## src/rtl/hp_pkg.sv

```systemverilog
// Shared opcode table and decode types for the high-page sequencer.
// Assumes byte-wide opcodes and four recognised encodings.
package hp_pkg;
    localparam logic [7:0] OP_ST_IMM = 8'hE0;
    localparam logic [7:0] OP_LD_IMM = 8'hF0;
    localparam logic [7:0] OP_ST_C   = 8'hE2;
    localparam logic [7:0] OP_LD_C   = 8'hF2;
    localparam int NUM_OPS = 4;

    typedef struct packed {
        logic legal;
        logic is_store;
        logic uses_imm;
    } op_info_t;

    typedef struct packed {
        logic [7:0] code;
        logic       is_store;
        logic       uses_imm;
    } op_entry_t;

    // Return table row idx of the recognised opcodes.
    function automatic op_entry_t op_table(input int idx);
        op_entry_t e;
        case (idx)
            0:       e = '{code: OP_ST_IMM, is_store: 1'b1, uses_imm: 1'b1};
            1:       e = '{code: OP_LD_IMM, is_store: 1'b0, uses_imm: 1'b1};
            2:       e = '{code: OP_ST_C,   is_store: 1'b1, uses_imm: 1'b0};
            default: e = '{code: OP_LD_C,   is_store: 1'b0, uses_imm: 1'b0};
        endcase
        return e;
    endfunction
endpackage

```

## src/rtl/hp_decode.sv

```systemverilog
// Combinational opcode decoder: matches the opcode against each table row
// and reports whether it is legal, a store, and whether it uses the operand.
// Assumes table rows hold distinct codes.
module hp_decode
    import hp_pkg::*;
(
    input  logic [7:0] opcode,
    output op_info_t   info
);
    logic [NUM_OPS-1:0] hit;
    logic [NUM_OPS-1:0] st_bit;
    logic [NUM_OPS-1:0] imm_bit;

    for (genvar i = 0; i < NUM_OPS; i++) begin : g_row
        localparam op_entry_t ROW = op_table(i);
        assign hit[i]     = (opcode == ROW.code);
        assign st_bit[i]  = ROW.is_store;
        assign imm_bit[i] = ROW.uses_imm;
    end

    // Fold the per-row matches into one descriptor.
    always_comb begin
        info.legal    = |hit;
        info.is_store = |(hit & st_bit);
        info.uses_imm = |(hit & imm_bit);
    end
endmodule

```

## src/rtl/hp_phase_ctr.sv

```systemverilog
// Clock counter for one instruction: launched with a machine-cycle count,
// it holds busy for count*CLKS_PER_MC clocks, flags the last clock and the
// final machine cycle (the data cycle). Assumes mc_count >= 1 at launch.
module hp_phase_ctr #(
    parameter int CLKS_PER_MC = 4,
    parameter int MAX_MC      = 3
) (
    input  logic                      clk,
    input  logic                      rst_n,
    input  logic                      launch,
    input  logic [$clog2(MAX_MC+1)-1:0] mc_count,
    output logic                      busy,
    output logic                      last,
    output logic                      data_phase
);
    localparam int MAX_CLKS = CLKS_PER_MC * MAX_MC;
    localparam int CW       = $clog2(MAX_CLKS + 1);

    logic [CW-1:0] k_q;
    logic [CW-1:0] lim_q;
    logic [CW-1:0] lim_d;
    logic          busy_q;

    // Final clock index for the launched instruction.
    always_comb lim_d = CW'(int'(mc_count) * CLKS_PER_MC - 1);

    // Advance the clock index while an instruction is in flight.
    always_ff @(posedge clk) begin
        if (!rst_n) begin
            busy_q <= 1'b0;
            k_q    <= '0;
            lim_q  <= '0;
        end else if (launch) begin
            busy_q <= 1'b1;
            k_q    <= '0;
            lim_q  <= lim_d;
        end else if (busy_q) begin
            if (k_q == lim_q) busy_q <= 1'b0;
            else              k_q    <= k_q + CW'(1);
        end
    end

    assign busy       = busy_q;
    assign last       = busy_q && (k_q == lim_q);
    assign data_phase = busy_q &&
        (({1'b0, k_q} + (CW+1)'(CLKS_PER_MC)) > {1'b0, lim_q});
endmodule

```

## src/rtl/hp_addr_gen.sv

```systemverilog
// Captures offset and store data at launch and forms the page address
// by joining the fixed upper byte to the offset (no arithmetic).
module hp_addr_gen #(
    parameter int          DW   = 8,
    parameter logic [DW-1:0] PAGE = '1
) (
    input  logic            clk,
    input  logic            rst_n,
    input  logic            launch,
    input  logic            use_imm,
    input  logic [DW-1:0]   operand,
    input  logic [DW-1:0]   reg_c,
    input  logic [DW-1:0]   reg_a,
    output logic [2*DW-1:0] addr,
    output logic [DW-1:0]   a_held
);
    logic [DW-1:0] off_q;
    logic [DW-1:0] a_q;

    // Latch offset source and A value when an instruction starts.
    always_ff @(posedge clk) begin
        if (!rst_n) begin
            off_q <= '0;
            a_q   <= '0;
        end else if (launch) begin
            off_q <= use_imm ? operand : reg_c;
            a_q   <= reg_a;
        end
    end

    assign addr   = {PAGE, off_q};
    assign a_held = a_q;
endmodule

```

## src/rtl/hp_seq.sv

```systemverilog
// Top of the high-page load/store sequencer. Accepts one legal opcode while
// idle, runs 2 or 3 machine cycles, moves one byte in the last one, and
// flags unknown opcodes. Assumes memory read data is valid in the last clock.
module hp_seq #(
    parameter int            DW          = 8,
    parameter logic [DW-1:0] PAGE        = '1,
    parameter int            CLKS_PER_MC = 4,
    parameter int            MC_IMM      = 3,
    parameter int            MC_REG      = 2
) (
    input  logic            clk,
    input  logic            rst_n,
    input  logic            start,
    input  logic [7:0]      opcode,
    input  logic [DW-1:0]   operand,
    input  logic [DW-1:0]   reg_a,
    input  logic [DW-1:0]   reg_c,
    output logic            busy,
    output logic            done,
    output logic            illegal,
    output logic            mem_req,
    output logic            mem_we,
    output logic [2*DW-1:0] mem_addr,
    output logic [DW-1:0]   mem_wdata,
    input  logic [DW-1:0]   mem_rdata,
    output logic            a_we,
    output logic [DW-1:0]   a_wdata
);
    import hp_pkg::*;

    localparam int MAX_MC = (MC_IMM > MC_REG) ? MC_IMM : MC_REG;
    localparam int MCW    = $clog2(MAX_MC + 1);

    op_info_t        info;
    logic            launch;
    logic            store_q;
    logic            illegal_q;
    logic [MCW-1:0]  mc_count;
    logic            data_phase;
    logic [2*DW-1:0] addr_full;
    logic [DW-1:0]   a_held;

    hp_decode u_dec (
        .opcode (opcode),
        .info   (info)
    );

    assign launch   = start && !busy && info.legal;
    assign mc_count = info.uses_imm ? MCW'(MC_IMM) : MCW'(MC_REG);

    hp_phase_ctr #(.CLKS_PER_MC(CLKS_PER_MC), .MAX_MC(MAX_MC)) u_ctr (
        .clk        (clk),
        .rst_n      (rst_n),
        .launch     (launch),
        .mc_count   (mc_count),
        .busy       (busy),
        .last       (done),
        .data_phase (data_phase)
    );

    hp_addr_gen #(.DW(DW), .PAGE(PAGE)) u_addr (
        .clk     (clk),
        .rst_n   (rst_n),
        .launch  (launch),
        .use_imm (info.uses_imm),
        .operand (operand),
        .reg_c   (reg_c),
        .reg_a   (reg_a),
        .addr    (addr_full),
        .a_held  (a_held)
    );

    // Remember direction and report refused opcodes one clock later.
    always_ff @(posedge clk) begin
        if (!rst_n) begin
            store_q   <= 1'b0;
            illegal_q <= 1'b0;
        end else begin
            if (launch) store_q <= info.is_store;
            illegal_q <= start && !busy && !info.legal;
        end
    end

    assign illegal   = illegal_q;
    assign mem_req   = data_phase;
    assign mem_we    = data_phase && store_q;
    assign mem_addr  = data_phase ? addr_full : '0;
    assign mem_wdata = mem_we ? a_held : '0;
    assign a_we      = done && !store_q;
    assign a_wdata   = mem_rdata;
endmodule

```

## config.mk

```make
export PLATFORM = sky130hd
export DESIGN_NAME = hp_seq
export DESIGN_NICKNAME = d
export VERILOG_FILES = /design/src/rtl/hp_pkg.sv /design/src/rtl/hp_decode.sv /design/src/rtl/hp_phase_ctr.sv /design/src/rtl/hp_addr_gen.sv /design/src/rtl/hp_seq.sv
export SDC_FILE = /design/constraint.sdc
export NUM_CORES = 1
export LEC_CHECK = 0
export BUFFER_PORTS_ARGS = -buffer_cell sky130_fd_sc_hd__buf_2
export CAP_MARGIN = 20
export CORE_ASPECT_RATIO = 1.75
export CORE_MARGIN = 1.5
export CORE_UTILIZATION = 37
export CTS_CLUSTER_SIZE = 14
export DETAILED_ROUTE_END_ITERATION = 6
export PLACE_DENSITY = 0.79
export SETUP_SLACK_MARGIN = 0.1
export SYNTH_ARGS = -nofsm -noshare
export SYNTH_HDL_FRONTEND = slang
export SYNTH_SLANG_ARGS = --single-unit
```

## constraint.sdc

```tcl
create_clock -name clk -period 2.8 [get_ports clk]
set_clock_uncertainty 0.05 [all_clocks]
set_input_delay 0.14 -clock clk [delete_from_list [all_inputs] [get_ports clk]]
set_output_delay 0.14 -clock clk [all_outputs]
set_load 0.005 [all_outputs]
```

==> results.md, run 1 <==
Clocking:
- The cell at the root of the clock tree is sky130_fd_sc_hd__clkbuf_8.
- Gates resized during post-CTS repair numbered 0.
- The number of H-tree levels is 1.
- Counting the buffers created by CTS gives 3.
- The buffers inserted during post-CTS setup optimization is 0.
- TritonCTS built the clock tree.
- After clock tree synthesis, the clock-pin slew on the worst setup and hold paths is 0.09 ns.
- The maximum root-to-sink buffer count is 2.
- The clock latency of the later-clocked register in the worst-skew pair is 0.27 ns.
- The number of buffers inserted for hold repair after clock tree synthesis is 0.
- The sink count of the clock tree is 26.

Placed design:
- The placement-stage cell area is ~0.0017 sq mm.
- Summed over all nets, the half-perimeter wirelength after detailed placement is 2348 microns.
- The congestion estimate from routability-driven global placement came to 0.9185.
- The count of placed standard cells including taps is around 260.
- During placement, the flow inserted port buffers numbering 64.

Cells and area:
- The share of final-layout standard cells stronger than drive strength 1 is 35.21%.
- Once layout is complete, the cells apart from fillers number ~260.
- Relative to the synthesized area, the layout overhead comes to 19.95%.
- The number of filler cells placed in the layout is 395.
- Cells fill 46.31% of the core in the end.
- The number of antenna repair diodes is 0.
- With fillers left out, the area of the finished cells amounts to 0.001790 sq mm.
- At the end of the flow, the number of nets in the layout was 263.

Synthesis:
- The number of instances in the synthesized netlist is 169.
- Summing the areas of all compound-gate instances in the mapped netlist gives between 10% and 20% of the synthesized area.
- In this run the mean area of a mapped cell was around 8.8 sq um.
- The share of Yosys cell area claimed by the top area cell type is 34.87%.
- The simple-gate area share of the yosys netlist is 22.38%.
- After synthesis, flip-flops and latches occupy 34.87% of the total area.
- When the netlist entered floorplanning its net count stood at 218.
- In this run, distinct cell masters in the synthesized netlist total 37.
- By count the netlist is led by 30 x sky130_fd_sc_hd__nand2_1, 26 x sky130_fd_sc_hd__dfxtp_1, 17 x sky130_fd_sc_hd__buf_4.
- The netlist area before placement is 0.001493 sq mm.
- The cell taking the most area after synthesis is sky130_fd_sc_hd__dfxtp_1.
- By area, the combinational part of the netlist is dominated by simple AND/OR/NAND/NOR gates.
- In this run, synthesis inferred 0 flip-flops with an integrated enable.
- sky130_fd_sc_hd__nand2_1 is the most common cell in the netlist.
- The number of warnings printed during yosys synthesis is 0.
- In the synthesized netlist, mux cells make up 5.365% of the area.
- Sorting the synthesized cells by area gives the leading types as sky130_fd_sc_hd__dfxtp_1 35%, sky130_fd_sc_hd__buf_4 8.5%, sky130_fd_sc_hd__nand2_1 7.5%, sky130_fd_sc_hd__o211a_1 6.7%, sky130_fd_sc_hd__mux2i_1 5.4%.
- The arithmetic-cell share of the synthesized area counting full adders, half adders and majority gates is 5.532%.
- For this run, asynchronously set or reset flops after synthesis account for 0%.
- The prevailing post-synth register cell is sky130_fd_sc_hd__dfxtp_1.
- The post-synthesis share of cell area spent on xor and xnor gates is 1.760%.
- The number of storage elements in the synthesis netlist is 26.

Global route:
- The most used routing layer is met2.
- Global routing used 1.375% of the available met3 tracks.
- The wire length of the first global-routing pass is between 5000 and 6000 microns.
- For met2 alone, demand over resource in global routing was between 20 and 30%.
- The total overflow left after global routing is 0.
- Global routing used between 15 and 20% of the available met1 tracks.
- Entering global routing, the biggest net connects 30 pins.
- The via count of the first global-routing pass came to about 1200.
- The initial antenna violation count came to 0.
- The total routing resource utilization after global routing is ~15%.

Floorplan:
- The die width is 51.02 microns.
- From bottom edge to top edge, the die measures ~87 microns.
- roughly 80 I/O pins were placed.
- The die outline area is 0.004440 sq mm.
- The initial cell density of the core is 38.61%.
- In this run the standard cell core region covers 0.003866 sq mm.
- Row generation in the floorplan step produced 30 rows.

STA:
- Based on the critical path, the design can be clocked at up to 426.0 MHz.
- The worst path needs 2.348 ns of the cycle, external delays included.
- At the pin with the least slew margin, the transition time is 0.7440 ns.
- Setup repair after global routing left no endpoint under its margin.
- Hold is met by 0.05820 ns.
- The number of slew-limit violations in the final report was 0.
- The worst slew slack as a fraction of its limit is 49.97%.
- The hold violation total from the final report was 0.
- In the finished design, the share of the clock period the worst path needs comes to 83.84%.
- The final number of setup-violating endpoints is 0.
- The final setup TNS is 0 ns.

Power:
- The maximum vdd ir drop is 0.3034 mV.
- The leakage power summed over all cells is about 1 nW.
- The ratio of total power to cell area is 409.0 mW/mm^2.

Detailed routing:
- The number of iterations in the first detailed-routing pass is 4.
- The via density per instance is 4.889.
- The remaining antenna violation count is 0.
- After detailed routing, the total wire length is 3127 microns.
- The number of DRC violations after detailed routing is 0.
- The count of routing violations after the opening detailed-route iteration is 14.
- The wire length per cell after detailed routing is 11.98 microns.
- Across all layers, the routed design uses 1276 vias.

Setup path:
- The launching instance or port of the critical path is u_ctr.k_q[2].
- STA classifies the critical path startpoint as a flop.
- The capturing element type of the critical path is a primary output.
- For the worst setup path, the data required time is 2.61 ns.
- The critical path is of the flop to primary output type.
- Of all nets on the critical path, the largest fanout is 17.
- For the worst setup path, the data arrival time is 2.16 ns.
- The startpoint identified for the worst register-to-register timing path is u_ctr.k_q[0].

Flow run:
- The number of max-cap violations is 0.

Min path:
- The startpoint identified for the worst hold timing path is reg_a[6].
- The path category of the worst min-delay check is input port to flop.

Run status:
- The flow ran to the end, and the final reports show no timing, DRC or antenna violations.
[final cells by class]
| cell class | instances | area, sq um | area share [%] |
|---|---|---|---|
| Multi-Input combinational cell | 109 | 769.5 | 42.98 |
| Sequential cell | 26 | 520.5 | 29.07 |
| Timing Repair Buffer | 67 | 342.8 | 19.15 |
| Tap cell | 48 | 60.06 | 3.354 |
| Clock buffer | 3 | 41.29 | 2.306 |
| Clock inverter | 1 | 30.03 | 1.677 |
| Inverter | 7 | 26.28 | 1.468 |
[power breakdown]
part	switching, W	internal, W
logic	0.0000218	0.0000287
clock network	0.000117	0.000191
registers	0.00000125	0.000372
[layer usage]
layer	vias up	wire length [microns]
met5	-	0
met4	0	70
met3	4	90
met2	23	1699
met1	596	1266
li1	653	-
[metrics by stage]
stage,setup slack (ns),power [W]
2_1_floorplan,0.5706,0.0004157
3_3_place_gp,0.8480,0.0004324
3_5_place_dp,0.7635,0.0004329
4_1_cts,0.4588,0.0007415
5_1_grt,0.3207,0.0007615
6_report,0.4523,0.0007323
[final timing paths]
| check | to | slack [ns] | depth (start not counted) |
|---|---|---|---|
| min | u_addr.a_held[6] | 0.06 | 3 |
| min reg2reg | u_addr.a_held[6] | 0.41 | 2 |
| max | mem_addr[4] | 0.45 | 7 |
| max reg2reg | u_ctr.k_q[0] | 0.83 | 6 |
[flip-flops by register name (all words and copies together) (netlist names)]
name           cells
u_ctr.busy         1
store_q            1
u_ctr.k_q          4
u_addr.a_held      8
illegal            1
u_addr.off_q       8
u_ctr.lim_q        3
[kinds of logic after synthesis]
logic type / after synthesis
AOI/OAI and AO/OA: 29
xor gates and xnor gates: 3
adders and majority gates: 6
buffers and inverters: 34
DFF: 26
muxes: 8
and+or+nand+nor: 63
[critical path, stage by stage (launching register included)]
cell                       delay, ns
sky130_fd_sc_hd__dfxtp_1        0.37
sky130_fd_sc_hd__fa_1           0.58
sky130_fd_sc_hd__nand3b_1       0.09
sky130_fd_sc_hd__o21bai_1       0.16
sky130_fd_sc_hd__a21oi_1        0.20
sky130_fd_sc_hd__buf_4          0.23
sky130_fd_sc_hd__and2_1         0.14
sky130_fd_sc_hd__buf_2          0.11
[cell usage in the layout (no fill, tap or decap), types with 2 or more instances in the layout]
cell type                   n
sky130_fd_sc_hd__inv_1      7
sky130_fd_sc_hd__buf_4      3
sky130_fd_sc_hd__xnor2_1    2
sky130_fd_sc_hd__nor4b_1    2
sky130_fd_sc_hd__buf_2     64
sky130_fd_sc_hd__mux2i_1    8
sky130_fd_sc_hd__o211a_1   10
sky130_fd_sc_hd__a21boi_1   3
sky130_fd_sc_hd__nand2_1   30
sky130_fd_sc_hd__ha_1       5
sky130_fd_sc_hd__nand3_1    2
sky130_fd_sc_hd__and3_1    10
sky130_fd_sc_hd__nor2b_1    2
sky130_fd_sc_hd__a21boi_0   7
sky130_fd_sc_hd__clkbuf_8   3
sky130_fd_sc_hd__and2_1     9
sky130_fd_sc_hd__dfxtp_1   26
No activity file was read; power rests on OpenSTA's default activity.
==> run 2, diff against run 1 <==
--- a/config.mk
+++ b/config.mk
@@ -12,7 +12,7 @@
 export CORE_UTILIZATION = 37
 export CTS_CLUSTER_SIZE = 14
 export DETAILED_ROUTE_END_ITERATION = 6
-export PLACE_DENSITY = 0.79
+export PLACE_DENSITY = 0.82
 export SETUP_SLACK_MARGIN = 0.1
 export SYNTH_ARGS = -nofsm -noshare
 export SYNTH_HDL_FRONTEND = slang
==> constraint.sdc (replaced) <==
create_clock -name clk -period 2.05 [get_ports clk]
set_clock_uncertainty 0.05 [all_clocks]
set_input_delay 0.1025 -clock clk [delete_from_list [all_inputs] [get_ports clk]]
set_output_delay 0.1025 -clock clk [all_outputs]
set_load 0.005 [all_outputs]
==> run 2 against run 1 <==
First-iteration DRC count did not move. Critical path type unchanged. Flip-flop and latch count is the same. Critical endpoint is now mem_wdata[3]. Sequential share of layout area down 2.6 points. Core utilization increased by 4.8 points. Largest cell class unchanged. Combinational power grew 47%. Clock-buffer cell count increased by 1. Via count up 3.3%. The run now ends with negative setup slack left.
==> results.md, run 2 (synthesized netlist as in run 1, its figures left out) <==
Detailed routing:
- The remaining antenna violation count is 0 (unchanged).
- The number of DRC violations after detailed routing was 0 (unchanged).
- The count of routing violations after the opening detailed-route iteration was 14 (unchanged).
- The routed wire length is 3417 microns (+9.3%).
- The via count came to 1318 (+3.3%).
- The via density per instance is 4.955 (+1.3%).
- The wire length per cell after detailed routing is 12.85 microns (+7.2%).
- The number of iterations in the first detailed-routing pass came to 3 (-1).

Clocking:
- The maximum root-to-sink buffer count was 2 (unchanged).
- The CTS tree is built.
- The clock-pin slew on the worst setup and hold paths is 0.09 ns (about the same).
- The clock buffer count from CTS is 3 (unchanged).
- The sink count of the clock tree is 26 (unchanged).
- The number of H-tree levels came to 1 (unchanged).
- The cell at the root of the clock tree is sky130_fd_sc_hd__clkbuf_8.
- The clock latency of the later-clocked register in the worst-skew pair came to 0.27 ns (about the same).

Power:
- The leakage power summed over all cells came to 1.057 nW (+4.7%).
- The maximum vdd ir drop is 0.3403 mV (+12%).
- The ratio of total power to cell area is 461.5 mW/mm^2 (+13%).

Flow run:
- The number of max-cap violations is 0 (unchanged).

Cells and area:
- In the layout the commonest cells are 52 x sky130_fd_sc_hd__buf_2, 30 x sky130_fd_sc_hd__nand2_1, 24 x sky130_fd_sc_hd__dfxtp_1, 12 x sky130_fd_sc_hd__buf_6.
- The final net count was 268 (+1.9%).
- The number of antenna repair diodes was 0 (unchanged).
- Leaving out fill and tap cells, the most frequent cell in the layout is sky130_fd_sc_hd__buf_2.
- The multi-input logic area is 799.5 sq um (+3.9%).
- The area growth from synthesis to layout is 32.27%.
- The number of standard cells in the final layout excluding fillers is 266 (+1.9%).
- The storage element area is 523.0 sq um (+0.48%).
- The share of final-layout standard cells stronger than drive strength 1 is 40.37% (+5.2 points).
- The number of filler cells placed in the layout is 374 (-5.3%).

Setup path:
- The slowest cell on the critical path is sky130_fd_sc_hd__fa_1.
- The required time at the worst-slack endpoint was 1.90 ns (-0.71 ns).
- The capturing element type of the critical path is a primary output.
- The category of cells accounting for the largest share of critical-path delay is adder cells.
- The signal on the critical path passes through fa_1 -> nand3b_1 -> o21bai_4 -> a21oi_4 -> buf_12 -> and3_1 -> buf_2.
- The worst setup path is of the flop to primary output kind.
- The peak fanout along the critical path is 12 (-5).
- The number of buffer and inverter instances along the worst setup path came to 2 (unchanged).
- The data arrival time of the worst path is 2.10 ns (-0.06 ns).
- The highest cell delay on the worst timing path is 0.55 ns (-0.03 ns).
- The worst setup path is launched from a flop.

STA:
- The worst hold slack across all endpoints is 0.02426 ns (-0.03394 ns).
- The hold violation total from the final report is 0 (unchanged).
- The slew of the pin with the lowest slew margin is 0.4051 ns (-0.3390 ns).
- The final number of setup-violating endpoints was 26 (+26).
- The achievable frequency is 443.4 MHz.
- The worst setup margin was -0.2051 ns (-0.6575 ns).
- After layout, the minimum clock period comes to 2.255 ns.
- The number of slew-limit violations in the final report is 0 (unchanged).
- In the finished design, the share of the clock period the worst path needs comes to 110.0%.
- Setup repair after global routing could not meet its margin everywhere.
- The worst slew slack as a fraction of its limit is 72.65% (+23 points).

Floorplan:
- The row count is 30 (unchanged).
- The vertical die dimension is 87.03 microns (unchanged).
- The die width is 51.02 microns (unchanged).
- The top-level I/O count is 81 (unchanged).
- The initial cell density of the core is 38.61% (unchanged).
- The die outline area came to 0.004440 sq mm (unchanged).
- The floorplan core area came to 0.003866 sq mm (unchanged).

Placed design:
- The number of port buffers was 64 (unchanged).
- The count of placed standard cells including taps is 260 (+1.2%).
- The detailed placement HPWL is 2462 microns (+4.8%).
- The final weighted congestion in routability-driven placement is 0.8160 (-11%).

Global route:
- The total routing resource utilization after global routing was 14.58% (-0.70 points).
- The total overflow reported by the global router is 0 (unchanged).
- The wire length of the first global-routing pass came to 5071 microns (-1.9%).
- The maximum number of pins on one net before global-route repair is 30 (unchanged).
- The initial antenna violation count is 0 (unchanged).
- The via count of the first global-routing pass is 1244 (+2.7%).

Min path:
- The path category of the worst min-delay check is input port to flop.

Run status:
- The final reports fail on negative setup slack.
- The flow ran to the end, but the final reports show violations.
run 2: cell count changes in the layout (fill, tap and decap cells not counted), moves of 2 or more:
cell                      before  now
sky130_fd_sc_hd__buf_2        64   52
sky130_fd_sc_hd__buf_6         0   12
sky130_fd_sc_hd__and2_1        9    6
sky130_fd_sc_hd__and2_4        0    3
sky130_fd_sc_hd__buf_12        0    3
sky130_fd_sc_hd__dfxtp_1      26   24
sky130_fd_sc_hd__dfxtp_2       0    2
run 2: worst paths after layout:
kind                   from          endpoint  slack [ns]  depth (start not counted)
min                reg_a[0]  u_addr.a_held[0]        0.02                          3
max            u_ctr.k_q[2]      mem_wdata[3]       -0.21                          7
max reg2reg    u_ctr.k_q[0]      u_ctr.k_q[0]        0.34                          7
min reg2reg  u_ctr.lim_q[2]    u_ctr.lim_q[2]        0.41                          2
run 2: worst register-to-register path: stages (launching register included):
cell,delay (ns)
sky130_fd_sc_hd__dfxtp_1,0.40
sky130_fd_sc_hd__inv_1,0.06
sky130_fd_sc_hd__ha_1,0.26
sky130_fd_sc_hd__nand2_1,0.09
sky130_fd_sc_hd__o31ai_1,0.31
sky130_fd_sc_hd__buf_4,0.20
sky130_fd_sc_hd__xnor2_1,0.06
sky130_fd_sc_hd__and3_1,0.17
run 2: area by class of cell:
class	count	area share (%)
well taps	48	3.042
flip-flops and latches	26	26.49
repair buffers	72	25.86
multi-input cells	109	40.49
inverters	7	1.331
clock buffers	4	2.788
run 2: power breakdown:
group          internal (W)  switching [W]   total, W
Clock              0.000172       0.000156   0.000327
Combinational     0.0000423      0.0000318  0.0000741
Sequential         0.000508     0.00000181   0.000510
Total              0.000722       0.000190   0.000911
run 2: per-stage QoR:
stage | power [W] | area, sq um | setup WS [ns] | util, % | setup TNS, ns
floorplan | 0.0005679 | 1500 | 0.1382 | - | 0
global placement | 0.0005928 | 1770 | 0.1308 | 45.79 | 0
detailed placement | 0.0005945 | 1770 | 0.07313 | 45.79 | 0
CTS | 0.0009186 | 1828 | -0.1999 | 47.28 | -3.078
global route | 0.0009494 | 1974 | -0.3284 | 51.07 | -7.309
finish | 0.0009112 | 1974 | -0.2051 | 51.07 | -4.163
run 2: what timing repair did:
| item | 4_1_cts | 5_1_grt |
|---|---|---|
| gates cloned | 0 | 1 |
| setup endpoints to repair | 26 | 28 |
| gates resized for setup | 2 | 20 |
| buffers inserted | 0 | 1 |
| pin swaps | 1 | 4 |
| hold buffers | 0 | 0 |
run 2: metal layers:
layer | part of all wire (%) | GRT usage, % | vias to the layer above
met5 | 0 | 0 | -
met4 | 2.0 | 8.108 | 0
met3 | 2.7 | 1.375 | 4
met2 | 57 | 27.27 | 23
met1 | 39 | 15.33 | 633
li1 | - | - | 658
